**src/rtl/irq_cfg_pkg.sv**
```systemverilog
package irq_cfg_pkg;

  localparam int unsigned LINE_CAP = 1020;

  typedef enum logic [3:0] {
    RG_NONE, RG_CTRL, RG_TYPE, RG_EN_SET, RG_EN_CLR,
    RG_ACT_SET, RG_ACT_CLR, RG_PRIO, RG_TGT, RG_TRIG
  } reg_region_e;

  // Lines that are actually usable.
  function automatic int unsigned impl_lines(int unsigned n);
    return (n > LINE_CAP) ? LINE_CAP : n;
  endfunction

  // Type field: number of 32-line groups minus one.
  function automatic logic [4:0] type_field(int unsigned n);
    return 5'((n + 31) / 32 - 1);
  endfunction

  function automatic logic [31:0] lane_mask(logic [3:0] be);
    return {{8{be[3]}}, {8{be[2]}}, {8{be[1]}}, {8{be[0]}}};
  endfunction

  // Bits b with base+b below limit.
  function automatic logic [31:0] bits_below(int unsigned limit, int unsigned base);
    logic [31:0] m;
    for (int b = 0; b < 32; b++) m[b] = ((base + b) < limit);
    return m;
  endfunction

  // Byte lanes k with base+k below limit, expanded to bits.
  function automatic logic [31:0] bytes_below(int unsigned limit, int unsigned base);
    logic [3:0] v;
    for (int k = 0; k < 4; k++) v[k] = ((base + k) < limit);
    return lane_mask(v);
  endfunction

  function automatic reg_region_e decode_region(logic [11:0] a);
    reg_region_e r;
    unique case (a[11:8])
      4'h0: begin
        if (a[7:2] == 6'd0)      r = RG_CTRL;
        else if (a[7:2] == 6'd1) r = RG_TYPE;
        else                     r = RG_NONE;
      end
      4'h1: r = a[7] ? RG_EN_CLR : RG_EN_SET;
      4'h2: r = a[7] ? RG_ACT_CLR : RG_ACT_SET;
      4'h4, 4'h5, 4'h6, 4'h7: r = RG_PRIO;
      4'h8, 4'h9, 4'hA, 4'hB: r = RG_TGT;
      4'hC: r = RG_TRIG;
      default: r = RG_NONE;
    endcase
    return r;
  endfunction

endpackage

```
**src/rtl/irq_cfg_decode.sv**
```systemverilog
module irq_cfg_decode
  import irq_cfg_pkg::*;
(
  input  logic        req_i,
  input  logic        we_i,
  input  logic [11:0] addr_i,
  output reg_region_e region_o,
  output logic        wr_o,
  output logic        rd_o
);
  assign region_o = decode_region(addr_i);
  assign wr_o     = req_i & we_i;
  assign rd_o     = req_i & ~we_i;
endmodule

```
**src/rtl/irq_bitvec.sv**
```systemverilog
module irq_bitvec
  import irq_cfg_pkg::*;
#(
  parameter int unsigned NBITS = 64,
  parameter int unsigned LIMIT = 64,
  parameter int unsigned IDX_W = 5
) (
  input  logic             clk,
  input  logic             rst_n,
  input  logic             set_i,
  input  logic             clr_i,
  input  logic [IDX_W-1:0] idx_i,
  input  logic [31:0]      wdata_i,
  input  logic [3:0]       be_i,
  output logic [NBITS-1:0] bits_o,
  output logic [31:0]      rword_o
);
  localparam int unsigned NWORDS = NBITS / 32;

  logic [31:0] lanes;
  assign lanes = lane_mask(be_i);

  for (genvar w = 0; w < NWORDS; w++) begin : g_word
    localparam logic [31:0] VALID = bits_below(LIMIT, w * 32);
    logic        hit;
    logic [31:0] word_q;
    assign hit = (32'(idx_i) == w);
    always_ff @(posedge clk) begin
      if (!rst_n)              word_q <= '0;
      else if (set_i && hit)   word_q <= word_q | (wdata_i & lanes & VALID);
      else if (clr_i && hit)   word_q <= word_q & ~(wdata_i & lanes & VALID);
    end
    assign bits_o[w*32 +: 32] = word_q;
  end

  always_comb begin
    rword_o = '0;
    for (int w = 0; w < int'(NWORDS); w++)
      if (32'(idx_i) == w) rword_o = bits_o[w*32 +: 32];
  end
endmodule

```
**src/rtl/irq_byte_array.sv**
```systemverilog
module irq_byte_array
  import irq_cfg_pkg::*;
#(
  parameter int unsigned NBYTES = 64,
  parameter int unsigned LIMIT  = 64,
  parameter int unsigned IDX_W  = 8
) (
  input  logic                clk,
  input  logic                rst_n,
  input  logic                wr_i,
  input  logic [IDX_W-1:0]    idx_i,
  input  logic [31:0]         wdata_i,
  input  logic [3:0]          be_i,
  output logic [8*NBYTES-1:0] bytes_o,
  output logic [31:0]         rword_o
);
  localparam int unsigned NWORDS = NBYTES / 4;

  logic [31:0] lanes;
  assign lanes = lane_mask(be_i);

  for (genvar w = 0; w < NWORDS; w++) begin : g_word
    localparam logic [31:0] VALID = bytes_below(LIMIT, w * 4);
    logic        hit;
    logic [31:0] wmask;
    logic [31:0] word_q;
    assign hit   = (32'(idx_i) == w);
    assign wmask = lanes & VALID;
    always_ff @(posedge clk) begin
      if (!rst_n)            word_q <= '0;
      else if (wr_i && hit)  word_q <= (word_q & ~wmask) | (wdata_i & wmask);
    end
    assign bytes_o[w*32 +: 32] = word_q;
  end

  always_comb begin
    rword_o = '0;
    for (int w = 0; w < int'(NWORDS); w++)
      if (32'(idx_i) == w) rword_o = bytes_o[w*32 +: 32];
  end
endmodule

```
**src/rtl/irq_cfg_bank.sv**
```systemverilog
module irq_cfg_bank
  import irq_cfg_pkg::*;
#(
  parameter int unsigned NUM_LINES = 64
) (
  input  logic                   clk,
  input  logic                   rst_n,
  input  logic                   bus_req,
  input  logic                   bus_we,
  input  logic [11:0]            bus_addr,
  input  logic [31:0]            bus_wdata,
  input  logic [3:0]             bus_be,
  output logic [31:0]            bus_rdata,
  output logic                   bus_rvalid,
  output logic                   fwd_en_o,
  output logic [NUM_LINES-1:0]   irq_en_o,
  output logic [NUM_LINES-1:0]   irq_act_o,
  output logic [8*NUM_LINES-1:0] irq_prio_o,
  output logic [8*NUM_LINES-1:0] irq_tgt_o,
  output logic [2*NUM_LINES-1:0] irq_trig_o,
  output logic [NUM_LINES-1:0]   irq_edge_o
);
  localparam int unsigned IMPL       = impl_lines(NUM_LINES);
  localparam logic [4:0]  TYPE_F     = type_field(NUM_LINES);
  localparam int unsigned TRIG_BYTES = NUM_LINES / 4;
  localparam int unsigned TRIG_LIMIT = IMPL / 4;

  // Named events for the checker
  reg_region_e region;
  logic wr_fire, rd_fire;
  logic wr_en_set, wr_en_clr, wr_act_set, wr_act_clr;
  logic wr_prio, wr_tgt, wr_trig, wr_ctrl, wr_inert, rd_type;

  irq_cfg_decode u_dec (
    .req_i   (bus_req),
    .we_i    (bus_we),
    .addr_i  (bus_addr),
    .region_o(region),
    .wr_o    (wr_fire),
    .rd_o    (rd_fire)
  );

  assign wr_en_set  = wr_fire && (region == RG_EN_SET);
  assign wr_en_clr  = wr_fire && (region == RG_EN_CLR);
  assign wr_act_set = wr_fire && (region == RG_ACT_SET);
  assign wr_act_clr = wr_fire && (region == RG_ACT_CLR);
  assign wr_prio    = wr_fire && (region == RG_PRIO);
  assign wr_tgt     = wr_fire && (region == RG_TGT);
  assign wr_trig    = wr_fire && (region == RG_TRIG);
  assign wr_ctrl    = wr_fire && (region == RG_CTRL);
  assign wr_inert   = wr_fire && ((region == RG_NONE) || (region == RG_TYPE));
  assign rd_type    = rd_fire && (region == RG_TYPE);

  logic [31:0] en_rword, act_rword, prio_rword, tgt_rword, trig_rword;

  irq_bitvec #(.NBITS(NUM_LINES), .LIMIT(IMPL), .IDX_W(5)) u_en (
    .clk(clk), .rst_n(rst_n), .set_i(wr_en_set), .clr_i(wr_en_clr),
    .idx_i(bus_addr[6:2]), .wdata_i(bus_wdata), .be_i(bus_be),
    .bits_o(irq_en_o), .rword_o(en_rword)
  );

  irq_bitvec #(.NBITS(NUM_LINES), .LIMIT(IMPL), .IDX_W(5)) u_act (
    .clk(clk), .rst_n(rst_n), .set_i(wr_act_set), .clr_i(wr_act_clr),
    .idx_i(bus_addr[6:2]), .wdata_i(bus_wdata), .be_i(bus_be),
    .bits_o(irq_act_o), .rword_o(act_rword)
  );

  irq_byte_array #(.NBYTES(NUM_LINES), .LIMIT(IMPL), .IDX_W(8)) u_prio (
    .clk(clk), .rst_n(rst_n), .wr_i(wr_prio), .idx_i(bus_addr[9:2]),
    .wdata_i(bus_wdata), .be_i(bus_be), .bytes_o(irq_prio_o), .rword_o(prio_rword)
  );

  irq_byte_array #(.NBYTES(NUM_LINES), .LIMIT(IMPL), .IDX_W(8)) u_tgt (
    .clk(clk), .rst_n(rst_n), .wr_i(wr_tgt), .idx_i(bus_addr[9:2]),
    .wdata_i(bus_wdata), .be_i(bus_be), .bytes_o(irq_tgt_o), .rword_o(tgt_rword)
  );

  irq_byte_array #(.NBYTES(TRIG_BYTES), .LIMIT(TRIG_LIMIT), .IDX_W(6)) u_trig (
    .clk(clk), .rst_n(rst_n), .wr_i(wr_trig), .idx_i(bus_addr[7:2]),
    .wdata_i(bus_wdata), .be_i(bus_be), .bytes_o(irq_trig_o), .rword_o(trig_rword)
  );

  for (genvar n = 0; n < NUM_LINES; n++) begin : g_edge
    assign irq_edge_o[n] = irq_trig_o[2*n+1];
  end

  always_ff @(posedge clk) begin
    if (!rst_n)                 fwd_en_o <= 1'b0;
    else if (wr_ctrl && bus_be[0]) fwd_en_o <= bus_wdata[0];
  end

  logic [31:0] rmux;
  always_comb begin
    unique case (region)
      RG_CTRL:                rmux = {31'b0, fwd_en_o};
      RG_TYPE:                rmux = {27'b0, TYPE_F};
      RG_EN_SET, RG_EN_CLR:   rmux = en_rword;
      RG_ACT_SET, RG_ACT_CLR: rmux = act_rword;
      RG_PRIO:                rmux = prio_rword;
      RG_TGT:                 rmux = tgt_rword;
      RG_TRIG:                rmux = trig_rword;
      default:                rmux = '0;
    endcase
  end

  always_ff @(posedge clk) begin
    if (!rst_n) begin
      bus_rdata  <= '0;
      bus_rvalid <= 1'b0;
    end else begin
      bus_rvalid <= rd_fire;
      if (rd_fire) bus_rdata <= rmux;
    end
  end
endmodule

```
**config.mk**
```make
export PLATFORM = sky130hd
export DESIGN_NAME = irq_cfg_bank
export DESIGN_NICKNAME = d
export VERILOG_FILES = /design/src/rtl/irq_cfg_pkg.sv /design/src/rtl/irq_cfg_decode.sv /design/src/rtl/irq_bitvec.sv /design/src/rtl/irq_byte_array.sv /design/src/rtl/irq_cfg_bank.sv
export SDC_FILE = /design/constraint.sdc
export NUM_CORES = 2
export LEC_CHECK = 0
export BUFFER_PORTS_ARGS = -buffer_cell sky130_fd_sc_hd__buf_2
export CORE_AREA = 5 5 546 548
export CTS_BUF_LIST = sky130_fd_sc_hd__clkbuf_4
export DETAILED_ROUTE_END_ITERATION = 12
export DIE_AREA = 0 0 551 553
export HOLD_SLACK_MARGIN = 0.03
export PLACE_DENSITY_LB_ADDON = 0.25
export SLEW_MARGIN = 10
export SYNTH_ARGS = -nofsm -noshare
export SYNTH_HDL_FRONTEND = slang
export SYNTH_SLANG_ARGS = --single-unit
```
**constraint.sdc**
```tcl
create_clock -name clk -period 4.63 [get_ports clk]
set_input_delay 0.463 -clock clk [delete_from_list [all_inputs] [get_ports clk]]
set_output_delay 0.463 -clock clk [all_outputs]
set_load 0.05 [all_outputs]
```
After elaboration in Yosys (flattened, before gate mapping) --
Cells that the tools add are included. Widths: inputs -> output; s select.
Storage, ports and cells: register bits 1314, input bits 52, output and inout port bits 1378, word-level logic and storage cells 287
Cells by class: eq/ne operators 39, multiplexer cells 54, bitwise gates (word level) 86, reduce and logical (&&, ||, !) cells 65
Operators by type and width (count):
- $mux 32 | 48
- $and 32x32->32 | 41
- $or 32x32->32 | 40
- $pmux 32 s7 | 1
- $eq 8x4->1 const B | 8
- $not 32->32 | 2
- $logic_and 1x1->1 | 53
- $eq 4x3->1 const B | 8
- $eq 8x3->1 const B | 4
- $eq 4x4->1 const B | 7
- $pmux 4 s6 | 1
- $eq 8x2->1 const B | 2
- $eq 4x2->1 const B | 3
- $eq 6x2->1 const B | 2
- $eq 4x1->1 const B | 2
- $eq 8x1->1 const B | 1
- $logic_not 8->1 | 1
- $reduce_bool 2->1 | 4
- $reduce_or 4->1 | 2
- $eq 6x1->1 const B | 1
- $logic_not 6->1 | 1
- $eq 5x1->1 const B | 1
- $logic_not 5->1 | 1
- $logic_not 4->1 | 1
- 6 further kinds | 9

Depth between registers and ports, before layout --
depth after elaboration 18, mapped depth 12, mapped depth without buffers 8

Hierarchy --
From an unflattened synthesis, not the netlist that was laid out.
Unflattened totals: cell total of the unflattened synthesis 7481, area, all modules 65978.3 um^2
Modules (own cells, without submodules):
- irq_byte_array (u_prio) | times used 1, cells each 2958, area each 25190.4 um^2, sequential area each 10249.8 um^2
- irq_byte_array (u_tgt) | times used 1, cells each 2813, area each 25142.9 um^2, sequential area each 10249.8 um^2
- irq_bitvec | times used 2, cells each 342, area each 3026.7 um^2, sequential area each 1281.2 um^2
- irq_byte_array (u_trig) | times used 1, cells each 575, area each 5671.7 um^2, sequential area each 2562.5 um^2
- irq_cfg_bank | times used 1, cells each 431, area each 3796.1 um^2, sequential area each 680.7 um^2
- irq_cfg_decode | times used 1, cells each 20, area each 123.9 um^2, sequential area each 0.0 um^2

Worst setup path after synthesis --
OpenSTA, ideal clock, no wires.
path kind input -> register, start point in bus_addr[2], end point reg bus_rdata[15], setup time 0.130 ns, arrival time 2.408 ns, data required time 4.500 ns, path slack 2.092 ns, stages on the path 8, buffers on the path 3, cell sequence buf_2 buf_2 buf_4 mux4_2 a221oi_1 a21oi_1 a2111oi_0 a21oi_1
Between the ends: longest elaborated chain between the ends 18, elaborated cells between the ends (all ways) 77, those cells by class 28 x eq/ne; 44 x mux; 5 x reduce/logical
Ends and longest elaborated chain:
- start: declaration | line irq_cfg_bank.sv:10 | input logic [11:0] bus_addr,
- $logic_not 8->1 | line irq_byte_array.sv:39 | if (32'(idx_i) == w) rword_o = bytes_o[w*32 +: 32];
- $mux 32 (16 in a row) | line irq_byte_array.sv:39
- $pmux 32 s7 * | line irq_cfg_bank.sv:94 | unique case (region)
- end signal: assignment | line irq_cfg_bank.sv:112 | if (rd_fire) bus_rdata <= rmux;
- end: declaration | line irq_cfg_bank.sv:13 | output logic [31:0] bus_rdata,
Mark *: on every way between the ends. The rest lies on a longest branch, timed or not. A chain may end at the register's enable or synchronous reset.

Worst setup path in the final report --
start point in bus_addr[9], end point reg bus_rdata[15]
Same word-level chain as after synthesis.

==> run metrics <==
run status finished clean; grt ovf 0; Min-Delay Startpoint bus_wdata[29]; YS warnings 0; I/O Buffers 1427; root buf cell clkbuf_4; Gate power share 0.065; Cell Area, Synth 0.0607 mm2; Worst Hold Path Cells 4; RR Endpoint bus_rdata[15]; leakage 31.0 nW; RSZ-0062 raised after global routing no; Synth Flop Type dfxtp_1; Area growth syn-to-layout 29.6%; actual slew at the worst max-slew pin 1.35 ns; worst-path cell chain dlygate4sd3_1 > buf_2 > nor4_2 > buf_12 > nand2_1 > nor2_4 > buf_12 > a22o_1 > a221oi_1 > a21oi_1 > a2111oi_0 > a21oi_1; Area after DPL 0.0727 mm2; CP required 5.81 ns; total track usage 0.330; filler instances 32300; vias in the first global route 67400; period utilization 0.889; Synth Net Count 7710; worst skew pair latency 1.49 ns; Die X 551 um; Via Count 72900; WP buf/inv 4; Core ar. 0.293 mm2; # placed instances 12700; CTS H-tree depth 5; initial antenna violation count 48; Rows 199; Iter 0 DRT Violations 11300; crit-path max cell delay 1.05 ns; flop2flop setup slack 1.33 ns; Hold Fails Final Rpt 0; Sink Count 1314; Post-CTS Resized 0; switch share 0.293; clock power share 0.475; post-route ant nets 0; I/O pin count 1430; Slew Limit Fails 0; Nets 9295; clk buf depth 4; Reg clk slew, reported paths 0.07 ns; Worst Hold Class input port to flop; CP arrival 5.29 ns; r2r worst-path depth 5; Tmin final 4.12 ns; Worst Setup Start Kind input port; routed length per instance 39.4 um; first drt pass iteration count 6; Initial Util 0.208; DRC viols 0; skew final 0.164 ns; CP top delay family compound AO/OA/AOI/OAI gates; Hold Slack 0.162 ns; Netlist cell types 82; synthesized area per cell 7.93 um2; sequential area share after synthesis 0.433; crit path max fanout 22; slowest CP cell a221oi_1; DP HPWL 410 mm; worst vdd ir 0.141 mV; Setup Fix Bufs, Post-CTS 0; number of flops mapped to enable cells by yosys 0; Async S/R FF share, synth 0; layout cells sized above 1 0.262; Mapped Cells 7658; final wirelength 530 mm; Core Util, Final 0.269; sequential share of power 0.460; setup violators final 0; die height 553 um; fin cells 13500; first-pass GRT wire length 682 mm; Worst slew margin 0.103; Pwr Density 312 mW/mm2; CTS tree yes; Inserted Clock Buffers 395; Seq cells post-synth 1314; Worst Setup Slack, final 0.514 ns; Psw 7.21 mW; via-per-instance ratio 5.41; CP Capture Type flop; Internal 17.4 mW; Place WS 0.104 ns; gpl congestion 0.992; max_cap viols 0; Setup TNS Final 0 ns; critical path class input port to flop; largest net degree at the start of global routing 249; total power 24.6 mW; fmax 243 MHz; DIE AREA 0.305 mm2; Final Instance Area 0.0787 mm2
-- worst max path at each step --
stage / startpoint / end / slack (ns) / depth (start not counted)
2_1_floorplan: bus_addr[2] / bus_rdata[15] / 2.09 / 8
4_1_cts: bus_addr[9] / bus_rdata[15] / 0.84 / 12
5_1_grt: bus_addr[9] / bus_rdata[15] / 0.62 / 12
6_report: bus_addr[9] / bus_rdata[15] / 0.51 / 12
3_3_place_gp: bus_addr[9] / bus_rdata[15] / 0.02 / 11
3_5_place_dp: bus_addr[9] / bus_rdata[15] / 0.10 / 11
-- cell usage after synthesis, types with 24 or more instances --
cell      count  share of area
buf_4        91          0.011
a22oi_1     156          0.019
mux2_2       24         0.0045
clkbuf_1    462          0.029
a21boi_0   1168           0.14
nand3_1     164          0.014
o221ai_1     64         0.0092
a221oi_1     65         0.0094
o21ai_0     241          0.020
dfxtp_1    1314           0.43
nor2_1      345          0.021
nand2_1    2550           0.16
mux2i_1      74          0.012
nor3_1       42         0.0035
o22ai_1      70         0.0072
o211a_1      65          0.011
buf_2        70         0.0058
a31oi_1      27         0.0028
a21oi_1     167          0.014
a21boi_1     41         0.0051
mux4_2       38          0.014
buf_1        24         0.0015
nand4_1      72         0.0074
-- placed cells by master (no fill, tap or decap), types with 27 or more instances in the layout --
cell type,synthesis,final
buf_2,70,1403
clkinv_1,0,74
o221ai_1,64,64
o22ai_1,70,70
a221oi_1,65,65
nor2_1,345,334
clkbuf_4,0,568
o211a_1,65,65
dfxtp_1,1314,1314
o21ai_0,241,241
dlygate4sd3_1,0,102
nand2_1,2550,2545
nand4_1,72,72
a21boi_1,41,41
a22oi_1,156,156
a21boi_0,1168,1168
mux4_2,38,38
nand3_1,164,162
mux2i_1,74,74
a31oi_1,27,27
a21oi_1,167,167
nor3_1,42,40
buf_4,91,312
-- worst register-to-register path: stages (launching register included) --
cell and delay (ns):
dfxtp_1 0.33, mux4_2 0.55, a221oi_1 1.12, a21oi_1 0.47
a2111oi_0 0.47, a21oi_1 0.12
-- layer usage --
metal  track usage  share of wire
met1         0.403           0.38
met2         0.506           0.43
met3         0.116           0.12
met4         0.177          0.066
met5       0.00127        0.00027
-- timing repair --
item	CTS	global route
hold endpoints to repair	1304	0
hold buffers	103	0
setup endpoints to repair	0	0
-- cell families after synthesis --
family | count (synthesis) | synth area share
mux | 136 | 0.0308
simple gates | 3295 | 0.219
compound gates | 2254 | 0.269
flops | 1314 | 0.433
buf+inv | 659 | 0.0487
-- power by group through the flow --
stage          clock network, mW  registers, mW  logic (mW)
2_1_floorplan                  0           11.6       0.683
3_3_place_gp                   0           11.6        1.49
3_5_place_dp                   0           11.6        1.50
4_1_cts                     11.8           11.3        1.57
5_1_grt                     12.4           11.3        1.60
6_report                    11.7           11.3        1.61
-- area by class of cell --
cell class              instances  area [um2]  area share
inverters                       5        18.8    0.000239
diodes                         25        62.6    0.000795
well taps                    3919        4900      0.0623
clock buffers                 568        4260      0.0542
clock inverters               110         573     0.00728
repair buffers               1842       10900       0.138
flip-flops and latches       1314       26300       0.334
multi-input cells            5685       31700       0.403
No activity file was read; power rests on OpenSTA's default activity.
